**src/rtl/acc_pkg.sv**
```systemverilog
package acc_pkg;

    localparam int NUM_REGS    = 16;
    localparam int IDX_W       = $clog2(NUM_REGS);
    localparam int OP_W        = 4;
    localparam int STATUS_BITS = 8;
    localparam int CMP_BIT     = 0;

    localparam logic [IDX_W-1:0] IDX_ACC  = 4'd0;
    localparam logic [IDX_W-1:0] IDX_STAT = 4'd1;
    localparam logic [IDX_W-1:0] IDX_SP   = 4'd2;
    localparam logic [IDX_W-1:0] IDX_PC   = 4'd3;

    typedef enum logic [OP_W-1:0] {
        OP_NOP   = 4'h0,
        OP_SET   = 4'h1,
        OP_READ  = 4'h2,
        OP_COPY  = 4'h3,
        OP_ADD   = 4'h4,
        OP_SUB   = 4'h5,
        OP_AND   = 4'h6,
        OP_OR    = 4'h7,
        OP_XOR   = 4'h8,
        OP_NOT   = 4'h9,
        OP_SHL   = 4'hA,
        OP_SHR   = 4'hB,
        OP_EQ    = 4'hC,
        OP_LT    = 4'hD,
        OP_RSV_E = 4'hE,
        OP_RSV_F = 4'hF
    } op_e;

endpackage

```
**src/rtl/acc_shifter.sv**
```systemverilog
module acc_shifter #(
    parameter int WIDTH = 8,
    parameter bit LEFT  = 1'b1
) (
    input  logic [WIDTH-1:0] din,
    input  logic [WIDTH-1:0] cnt,
    output logic [WIDTH-1:0] dout
);
    localparam int LOG = $clog2(WIDTH);

    logic [WIDTH-1:0] stg [LOG+1];
    logic             ovf;

    assign stg[0] = din;

    generate
        for (genvar s = 0; s < LOG; s++) begin : g_stage
            if (LEFT) begin : g_left
                assign stg[s+1] = cnt[s] ? (stg[s] << (1 << s)) : stg[s];
            end else begin : g_right
                assign stg[s+1] = cnt[s] ? (stg[s] >> (1 << s)) : stg[s];
            end
        end
    endgenerate

    // any count bit at or above LOG means a distance of WIDTH or more
    assign ovf  = |cnt[WIDTH-1:LOG];
    assign dout = ovf ? '0 : stg[LOG];

    always_comb begin

        if (cnt == '0) begin
            zero_shift_chk: assert (dout == din);
        end
    end

endmodule

```
**src/rtl/acc_alu.sv**
```systemverilog
module acc_alu
    import acc_pkg::*;
#(
    parameter int WIDTH = 8
) (
    input  logic             valid,
    input  op_e              op,
    input  logic [IDX_W-1:0] imm,
    input  logic [WIDTH-1:0] acc,
    input  logic [WIDTH-1:0] opnd,
    output logic             acc_we,
    output logic [WIDTH-1:0] acc_wd,
    output logic             idx_we,
    output logic             flg_we,
    output logic             flg_val
);
    logic [WIDTH-1:0] shl_res;
    logic [WIDTH-1:0] shr_res;

    acc_shifter #(.WIDTH(WIDTH), .LEFT(1'b1)) u_shl (
        .din  (acc),
        .cnt  (opnd),
        .dout (shl_res)
    );

    acc_shifter #(.WIDTH(WIDTH), .LEFT(1'b0)) u_shr (
        .din  (acc),
        .cnt  (opnd),
        .dout (shr_res)
    );

    always_comb begin
        acc_we  = 1'b0;
        acc_wd  = acc;
        idx_we  = 1'b0;
        flg_we  = 1'b0;
        flg_val = 1'b0;
        if (valid) begin
            unique case (op)
                OP_SET:  begin acc_we = 1'b1; acc_wd = WIDTH'(imm);  end
                OP_READ: begin acc_we = 1'b1; acc_wd = opnd;         end
                OP_COPY: begin idx_we = 1'b1;                        end
                OP_ADD:  begin acc_we = 1'b1; acc_wd = acc + opnd;   end
                OP_SUB:  begin acc_we = 1'b1; acc_wd = acc - opnd;   end
                OP_AND:  begin acc_we = 1'b1; acc_wd = acc & opnd;   end
                OP_OR:   begin acc_we = 1'b1; acc_wd = acc | opnd;   end
                OP_XOR:  begin acc_we = 1'b1; acc_wd = acc ^ opnd;   end
                OP_NOT:  begin acc_we = 1'b1; acc_wd = ~opnd;        end
                OP_SHL:  begin acc_we = 1'b1; acc_wd = shl_res;      end
                OP_SHR:  begin acc_we = 1'b1; acc_wd = shr_res;      end
                OP_EQ:   begin flg_we = 1'b1; flg_val = (acc == opnd); end
                OP_LT:   begin flg_we = 1'b1; flg_val = (acc <  opnd); end
                OP_NOP, OP_RSV_E, OP_RSV_F: begin end
            endcase
        end
    end

endmodule

```
**src/rtl/acc_regfile.sv**
```systemverilog
module acc_regfile
    import acc_pkg::*;
#(
    parameter int WIDTH = 8
) (
    input  logic             clk,
    input  logic             rst_n,
    input  logic             acc_we,
    input  logic [WIDTH-1:0] acc_wd,
    input  logic             idx_we,
    input  logic [IDX_W-1:0] wr_idx,
    input  logic [WIDTH-1:0] idx_wd,
    input  logic             flg_we,
    input  logic             flg_val,
    input  logic [IDX_W-1:0] op_idx,
    output logic [WIDTH-1:0] opnd,
    input  logic [IDX_W-1:0] rd_idx,
    output logic [WIDTH-1:0] rd_data,
    output logic [WIDTH-1:0] acc,
    output logic             flag
);
    logic [WIDTH-1:0] regs [NUM_REGS];
    logic [WIDTH-1:0] stat_mask;

    always_comb begin
        stat_mask = '0;
        stat_mask[STATUS_BITS-1:0] = '1;
    end

    always_ff @(posedge clk or negedge rst_n) begin
        if (!rst_n) begin
            for (int i = 0; i < NUM_REGS; i++) begin
                regs[i] <= '0;
            end
        end else begin
            if (acc_we) begin
                regs[IDX_ACC] <= acc_wd;
            end
            if (idx_we) begin
                if (wr_idx == IDX_STAT) begin
                    regs[IDX_STAT] <= idx_wd & stat_mask;
                end else if (wr_idx != IDX_ACC) begin
                    regs[wr_idx] <= idx_wd;
                end
            end
            if (flg_we) begin
                regs[IDX_STAT][CMP_BIT] <= flg_val;
            end
        end
    end

    assign opnd    = regs[op_idx];
    assign rd_data = regs[rd_idx];
    assign acc     = regs[IDX_ACC];
    assign flag    = regs[IDX_STAT][CMP_BIT];


    single_write_chk: assert property (@(posedge clk) disable iff (!rst_n)
        $onehot0({acc_we, idx_we, flg_we}));

    generate
        if (WIDTH > STATUS_BITS) begin : g_stat_hi

            stat_upper_chk: assert property (@(posedge clk) disable iff (!rst_n)
                regs[IDX_STAT][WIDTH-1:STATUS_BITS] == '0);
        end
    endgenerate

endmodule

```
**src/rtl/acc_datapath.sv**
```systemverilog
module acc_datapath
    import acc_pkg::*;
#(
    parameter int WIDTH = 8
) (
    input  logic             clk,
    input  logic             rst_n,
    input  logic             op_valid,
    input  logic [3:0]       op_sel,
    input  logic [3:0]       operand,
    input  logic [3:0]       rd_idx,
    output logic [WIDTH-1:0] acc_out,
    output logic             cmp_flag,
    output logic [WIDTH-1:0] rd_data
);
    op_e              op;
    logic [WIDTH-1:0] acc;
    logic [WIDTH-1:0] opnd;
    logic             acc_we;
    logic [WIDTH-1:0] acc_wd;
    logic             idx_we;
    logic             flg_we;
    logic             flg_val;

    assign op = op_e'(op_sel);

    acc_alu #(.WIDTH(WIDTH)) u_alu (
        .valid   (op_valid),
        .op      (op),
        .imm     (operand),
        .acc     (acc),
        .opnd    (opnd),
        .acc_we  (acc_we),
        .acc_wd  (acc_wd),
        .idx_we  (idx_we),
        .flg_we  (flg_we),
        .flg_val (flg_val)
    );

    acc_regfile #(.WIDTH(WIDTH)) u_rf (
        .clk     (clk),
        .rst_n   (rst_n),
        .acc_we  (acc_we),
        .acc_wd  (acc_wd),
        .idx_we  (idx_we),
        .wr_idx  (operand),
        .idx_wd  (acc),
        .flg_we  (flg_we),
        .flg_val (flg_val),
        .op_idx  (operand),
        .opnd    (opnd),
        .rd_idx  (rd_idx),
        .rd_data (rd_data),
        .acc     (acc),
        .flag    (cmp_flag)
    );

    assign acc_out = acc;


    set_load_chk: assert property (@(posedge clk) disable iff (!rst_n)
        (op_valid && op_sel == 4'h1) |=> (acc_out == WIDTH'($past(operand))));


    idle_hold_chk: assert property (@(posedge clk) disable iff (!rst_n)
        (!op_valid || op_sel == 4'h0 || op_sel == 4'hE || op_sel == 4'hF)
        |=> ($stable(acc_out) && $stable(cmp_flag)));


    cmp_keeps_acc_chk: assert property (@(posedge clk) disable iff (!rst_n)
        (op_valid && (op_sel == 4'hC || op_sel == 4'hD)) |=> $stable(acc_out));


    copy_keeps_acc_chk: assert property (@(posedge clk) disable iff (!rst_n)
        (op_valid && op_sel == 4'h3) |=> $stable(acc_out));

endmodule

```
**config.mk**
```make
export PLATFORM = sky130hd
export DESIGN_NAME = acc_datapath
export DESIGN_NICKNAME = d
export VERILOG_FILES = /design/src/rtl/acc_pkg.sv /design/src/rtl/acc_shifter.sv /design/src/rtl/acc_alu.sv /design/src/rtl/acc_regfile.sv /design/src/rtl/acc_datapath.sv
export SDC_FILE = /design/constraint.sdc
export NUM_CORES = 1
export LEC_CHECK = 0
export CORE_ASPECT_RATIO = 1.1
export CORE_UTILIZATION = 55
export CTS_BUF_LIST = sky130_fd_sc_hd__clkbuf_16
export CTS_CLUSTER_DIAMETER = 30
export DETAILED_ROUTE_END_ITERATION = 8
export HOLD_SLACK_MARGIN = 0.05
export PLACE_DENSITY = 0.76
export SYNTH_ARGS = -nofsm -noshare
export SYNTH_HDL_FRONTEND = slang
export SYNTH_SLANG_ARGS = --single-unit
export TNS_END_PERCENT = 100
```
**constraint.sdc**
```tcl
create_clock -name clk -period 7.9 [get_ports clk]
set_clock_uncertainty 0.1 [all_clocks]
set_input_delay 2.37 -clock clk [delete_from_list [all_inputs] [get_ports clk]]
set_output_delay 2.37 -clock clk [all_outputs]
set_load 0.02 [all_outputs]
```
Word-level counts from Yosys, hierarchy flattened:

Cells that the tools add are included.

* output and inout bits: 17
* input port bits: 15
* register bits: 128

* reductions and logical operators: 11
* $lt $le $gt $ge: 4
* equality and inequality tests: 15
* muxes and demuxes: 34
* bitwise operators: 7
* add/sub/neg operators: 2

Operators by type and width (count)
* two-way mux 128 bit: 2
* two-way mux 8 bit: 17
* bitwise mux 128 bit: 1
* two-way mux 112 bit: 1
* case mux 8 bit (10 select lines): 1
* binary-select mux 8 bit (select 4 bit): 2
* demux 8 bit (select 4 bit): 1
* equality test 4 bit, second input constant: 6
* equality test 4 x 3 -> 1 bit, second input constant: 4
* greater-or-equal comparator 5 bit, second input constant: 2
* inverter 4 -> 5 bit: 2
* OR reduction 10 bit: 1
* adder 8 bit: 1
* bitwise AND 8 bit: 1
* equality test 4 x 1 -> 1 bit, second input constant: 2
* equality test 4 x 2 -> 1 bit, second input constant: 2
* equality test 8 bit: 1
* less-than comparator 8 bit: 1
* two-way mux 1 bit: 8
* inverter 8 bit: 1
* OR 8 bit: 1
* subtractor 8 bit: 1
* bitwise XOR 8 bit: 1
* less-than comparator 5 x 1 -> 1 bit, second input constant: 1
* 10 further kinds: 12

Logic depth before layout (Yosys ltp):

* word-level depth: 16
* mapped depth: 17

Hierarchy:

A second synthesis with hierarchy kept.

* cells, all modules: 749
* area total of the unflattened synthesis: 9077.5 um2

By module, submodules not included
* acc_regfile: sequential area each 3203.1 um2, times used 1, area each 6897.9 um2, cells an instance 446
* acc_alu: sequential area each 0.0 um2, times used 1, area each 1665.3 um2, cells an instance 240
* acc_shifter (u_alu.u_shl): sequential area each 0.0 um2, times used 1, area each 264.0 um2, cells an instance 31
* acc_shifter (u_alu.u_shr): sequential area each 0.0 um2, times used 1, area each 250.2 um2, cells an instance 32

Least setup slack after synthesis:

No wires, ideal clock.

* path kind: input-to-output
* from: input port rd_idx[0]
* to: output port rd_data[0]
* arrival time: 4.229 ns
* setup slack: 1.201 ns
* stages on the path: 4
* buffers on the path: 2
* required time: 5.430 ns
* cells stage by stage: clkbuf_1 -> buf_1 -> mux4_2 -> mux4_2

* longest elaborated chain between the ends: 4

Ends and longest elaborated chain
* from (decl): RTL line acc_datapath.sv:11 `input logic [3:0] rd_idx,`
* inverter 4 -> 5 bit (implied by the code): RTL line acc_regfile.sv:53 `assign rd_data = regs[rd_idx];`
* binary-select mux 8 bit (select 4 bit): RTL line acc_regfile.sv:53
* two-way mux 8 bit (implied by the code) (2 in series): RTL line acc_regfile.sv:53
* to (decl): RTL line acc_datapath.sv:14 `output logic [WIDTH-1:0] rd_data`

Every way passes these cells. The select of a mux whose other input is x is not followed.

Worst setup path after layout:

* from: input port rd_idx[1]
* to: output port rd_data[6]

The elaborated chain is that of the path after synthesis.

==> metrics <==
Met3 Wirelength 2680 um; crit path buf inv count 3; WHS Endpoint u_rf.regs[93]$_DFFE_PN0P_; CP Max Fanout 32; ys async rst share 100%; Synth top area share 35.2%; HP Class flop to flop; core area 15900 um^2; Post-Synth Simple-Gate Area 9.99%; CTS tree yes; post-route minimum period 7.20 ns; Initial Utilization 57.2%; xor-xnor portion of the synthesized cell area 0.289%; gpl congestion 0.951; largest net degree at the start of global routing 66; Post-Synth Adder-Cell Area 4.15%; top-count cell post-synth dfrtp_1; Synth area leaders dfrtp_1 (35%), mux4_2 (16%), mux2_2 (12%); worst skew pair latency 0.42 ns; cell count after placement 976; n_diodes 0; Post-Synthesis Cells 792; Synth cell types 79; GRT overflow 0; Slew Limit Fails 0; vias in the first global route 7619; Mapped Area 9100 um^2; Area Growth Syn to Fin 10.1%; top layer in use met4; post-synthesis average cell area 11.5 um^2; CTS Hold Buffers Added 0; row count 48; fmax 139 MHz; PortBufs 31; VDD IR-drop max 0.160 mV; ys flop type dfrtp_1; Vias 7458; Clock Pin Slew Worst Setup and Hold Paths 0.06 ns; Startpoint Class input pin; Crit Path Category input pin to output port; Layout Nets 839; LEAKAGE 4.39 nW; wire length of the first global-routing pass 43900 um; wire length on met2 13100 um; Finished Layout Cells 1008; number of synthesized register bits 128; Crit path largest cell delay 0.56 ns; Finished Core Util 63.0%; Worst Hold Depth 2; final cycle utilization of the critical path 91.1%; hpwl dp 18500 um; post-synthesis mux area share 31.9%; reg2reg setup slack 3.23 ns; maxcap violations 0; commonest cells in the netlist dfrtp_1 (128), mux2_2 (99), mux4_2 (63); post-cts resize count 0; layout cells sized above 1 29.6%; overall power 2.19 mW; critical-path cell list clkdlybuf4s50_1 > buf_4 > mux4_2 > mux4_2 > clkdlybuf4s50_1; worst slew pin tran 1.27 ns; Starting DRT DRC Count 1103; Worst R2R End u_rf.acc[5]$_DFF_PN0_; Sink Count 128; die footprint 17100 um^2; R2R Path Start u_rf.acc[1]$_DFF_PN0_; Worst setup EP type output port; Chip Width 125 um; Post-synth EDFFs 0; post-synthesis sequential area ratio 35.2%; Hold Path Origin u_rf.regs[93]$_DFFE_PN0P_; yosys warns 0; Residual DRC 0; Required @ worst endpoint 5.43 ns; outcome completed; crit path DAT 4.73 ns; final WL 28000 um; pwr/cell area 219 nW/um^2; met1 wire length 10300 um; Longest Clk Path Bufs 2; Routed Antenna Nets 0; H-tree level count 4; largest family of logic cells by synthesized area multiplexers; vias per inst 7.40; depth of the most critical reg-to-reg path 12; largest delay contributor family on the critical path buffers and inverters; Syn Nets 836; Synth area leader dfrtp_1; CTS Buf Count 17; Die Y 137 um; # setup viols final 0; Crit-path slowest cell clkdlybuf4s50_1; GRT Util Overall 34.4%; initial antenna violation count 0; Compound-Gate Fraction of Synth Area 13.3%; Hold Vio Cnt, Final 0; Relative slew margins 15.0%; aggregate negative setup slack 0 ns; Post-CTS Repair Setup Buffers 0; CTS root buf clkbuf_16; RSZ-0062 raised after global routing false; io pins 32; first-pass iteration count of the detailed router 5; WL per Instance 27.8 um
==> sequential cells by signal (all words and copies together) (netlist names) <==
name and flops:
u_rf.flag 1, u_rf.regs 119, u_rf.acc 8
==> kinds of logic (layout without fill, tap and decap cells) <==
logic type / Yosys count / count (layout)
and+or+nand+nor: 175 / 175
xor gates and xnor gates: 3 / 3
buffers and inverters: 95 / 111
muxes: 189 / 189
DFF: 128 / 128
adders and majority gates: 29 / 29
AOI/OAI and AO/OA: 173 / 173
==> power by group <==
group          internal, mW  switching [mW]  total (mW)
sequential            0.707          0.0665       0.774
combinational         0.256           0.395       0.651
clock                 0.461           0.306       0.767
==> layer usage <==
| layer | GRT usage, % | vias to the layer above |
|---|---|---|
| met1 | 42.3 | 3710 |
| met2 | 54.4 | 562 |
| met4 | 24.0 | 0 |
| met5 | 0 | - |
| met3 | 7.94 | 157 |
| li1 | - | 3029 |
==> worst min-delay path: cells and delay by family, from the launching register on <==
| family | cells | cell delay (ns) |
|---|---|---|
| flip-flops | 1 | 0.36 |
| AND/OR/NAND/NOR | 1 | 0.05 |
| AO/OA/AOI/OAI | 1 | 0.06 |
==> layout by cell type (no fill, tap or decap), types with 4 or more instances in the layout <==
cell,netlist,final
mux2_2,99,99
nand2b_1,7,7
or2_2,4,4
o211ai_1,5,5
and2_1,7,7
a21o_1,5,5
mux4_1,6,6
nand2_1,57,57
o21ai_0,45,45
o221ai_1,7,7
a31oi_1,6,6
o31ai_1,4,4
a21oi_1,30,30
a22o_1,9,9
mux4_2,63,63
nor2_1,34,34
inv_1,23,24
o22ai_1,4,4
nor3_1,11,11
clkdlybuf4s50_1,0,28
buf_4,12,21
nor2b_1,10,10
ha_1,27,27
a22oi_1,5,5
clkinv_1,2,4
a311oi_1,4,4
mux2i_1,21,21
clkbuf_16,0,17
dfrtp_1,128,128
nor2_2,4,4
a211oi_1,9,9
or3_1,4,4
nand3_1,11,11
==> worst max path at each step <==
stage	from	end	depth (start not counted)
6_report	rd_idx[1]	rd_data[6]	5
5_1_grt	rd_idx[1]	rd_data[6]	5
4_1_cts	rd_idx[1]	rd_data[6]	5
3_5_place_dp	operand[0]	u_rf.acc[5]$_DFF_PN0_	14
3_3_place_gp	rd_idx[1]	rd_data[0]	5
2_1_floorplan	rd_idx[0]	rd_data[0]	4
==> area by class of cell <==
type | count | area, um^2
Clock buffer | 17 | 425
Clock inverter | 15 | 144
Fill cell | 1172 | 5890
Inverter | 27 | 101
Multi-Input combinational cell | 569 | 5430
Sequential cell | 128 | 3200
Tap cell | 200 | 250
Timing Repair Buffer | 52 | 468
==> per-stage QoR <==
step	hold WS, ns	instance area [um^2]	worst slack, ns
finish	0.412	10000	0.705
global route	0.436	10000	0.651
CTS	0.404	10000	0.727
detailed placement	0.390	9450	0.714
global placement	0.375	9450	0.769
floorplan	0.359	9100	1.20
No activity file was read; power rests on OpenSTA's default activity.
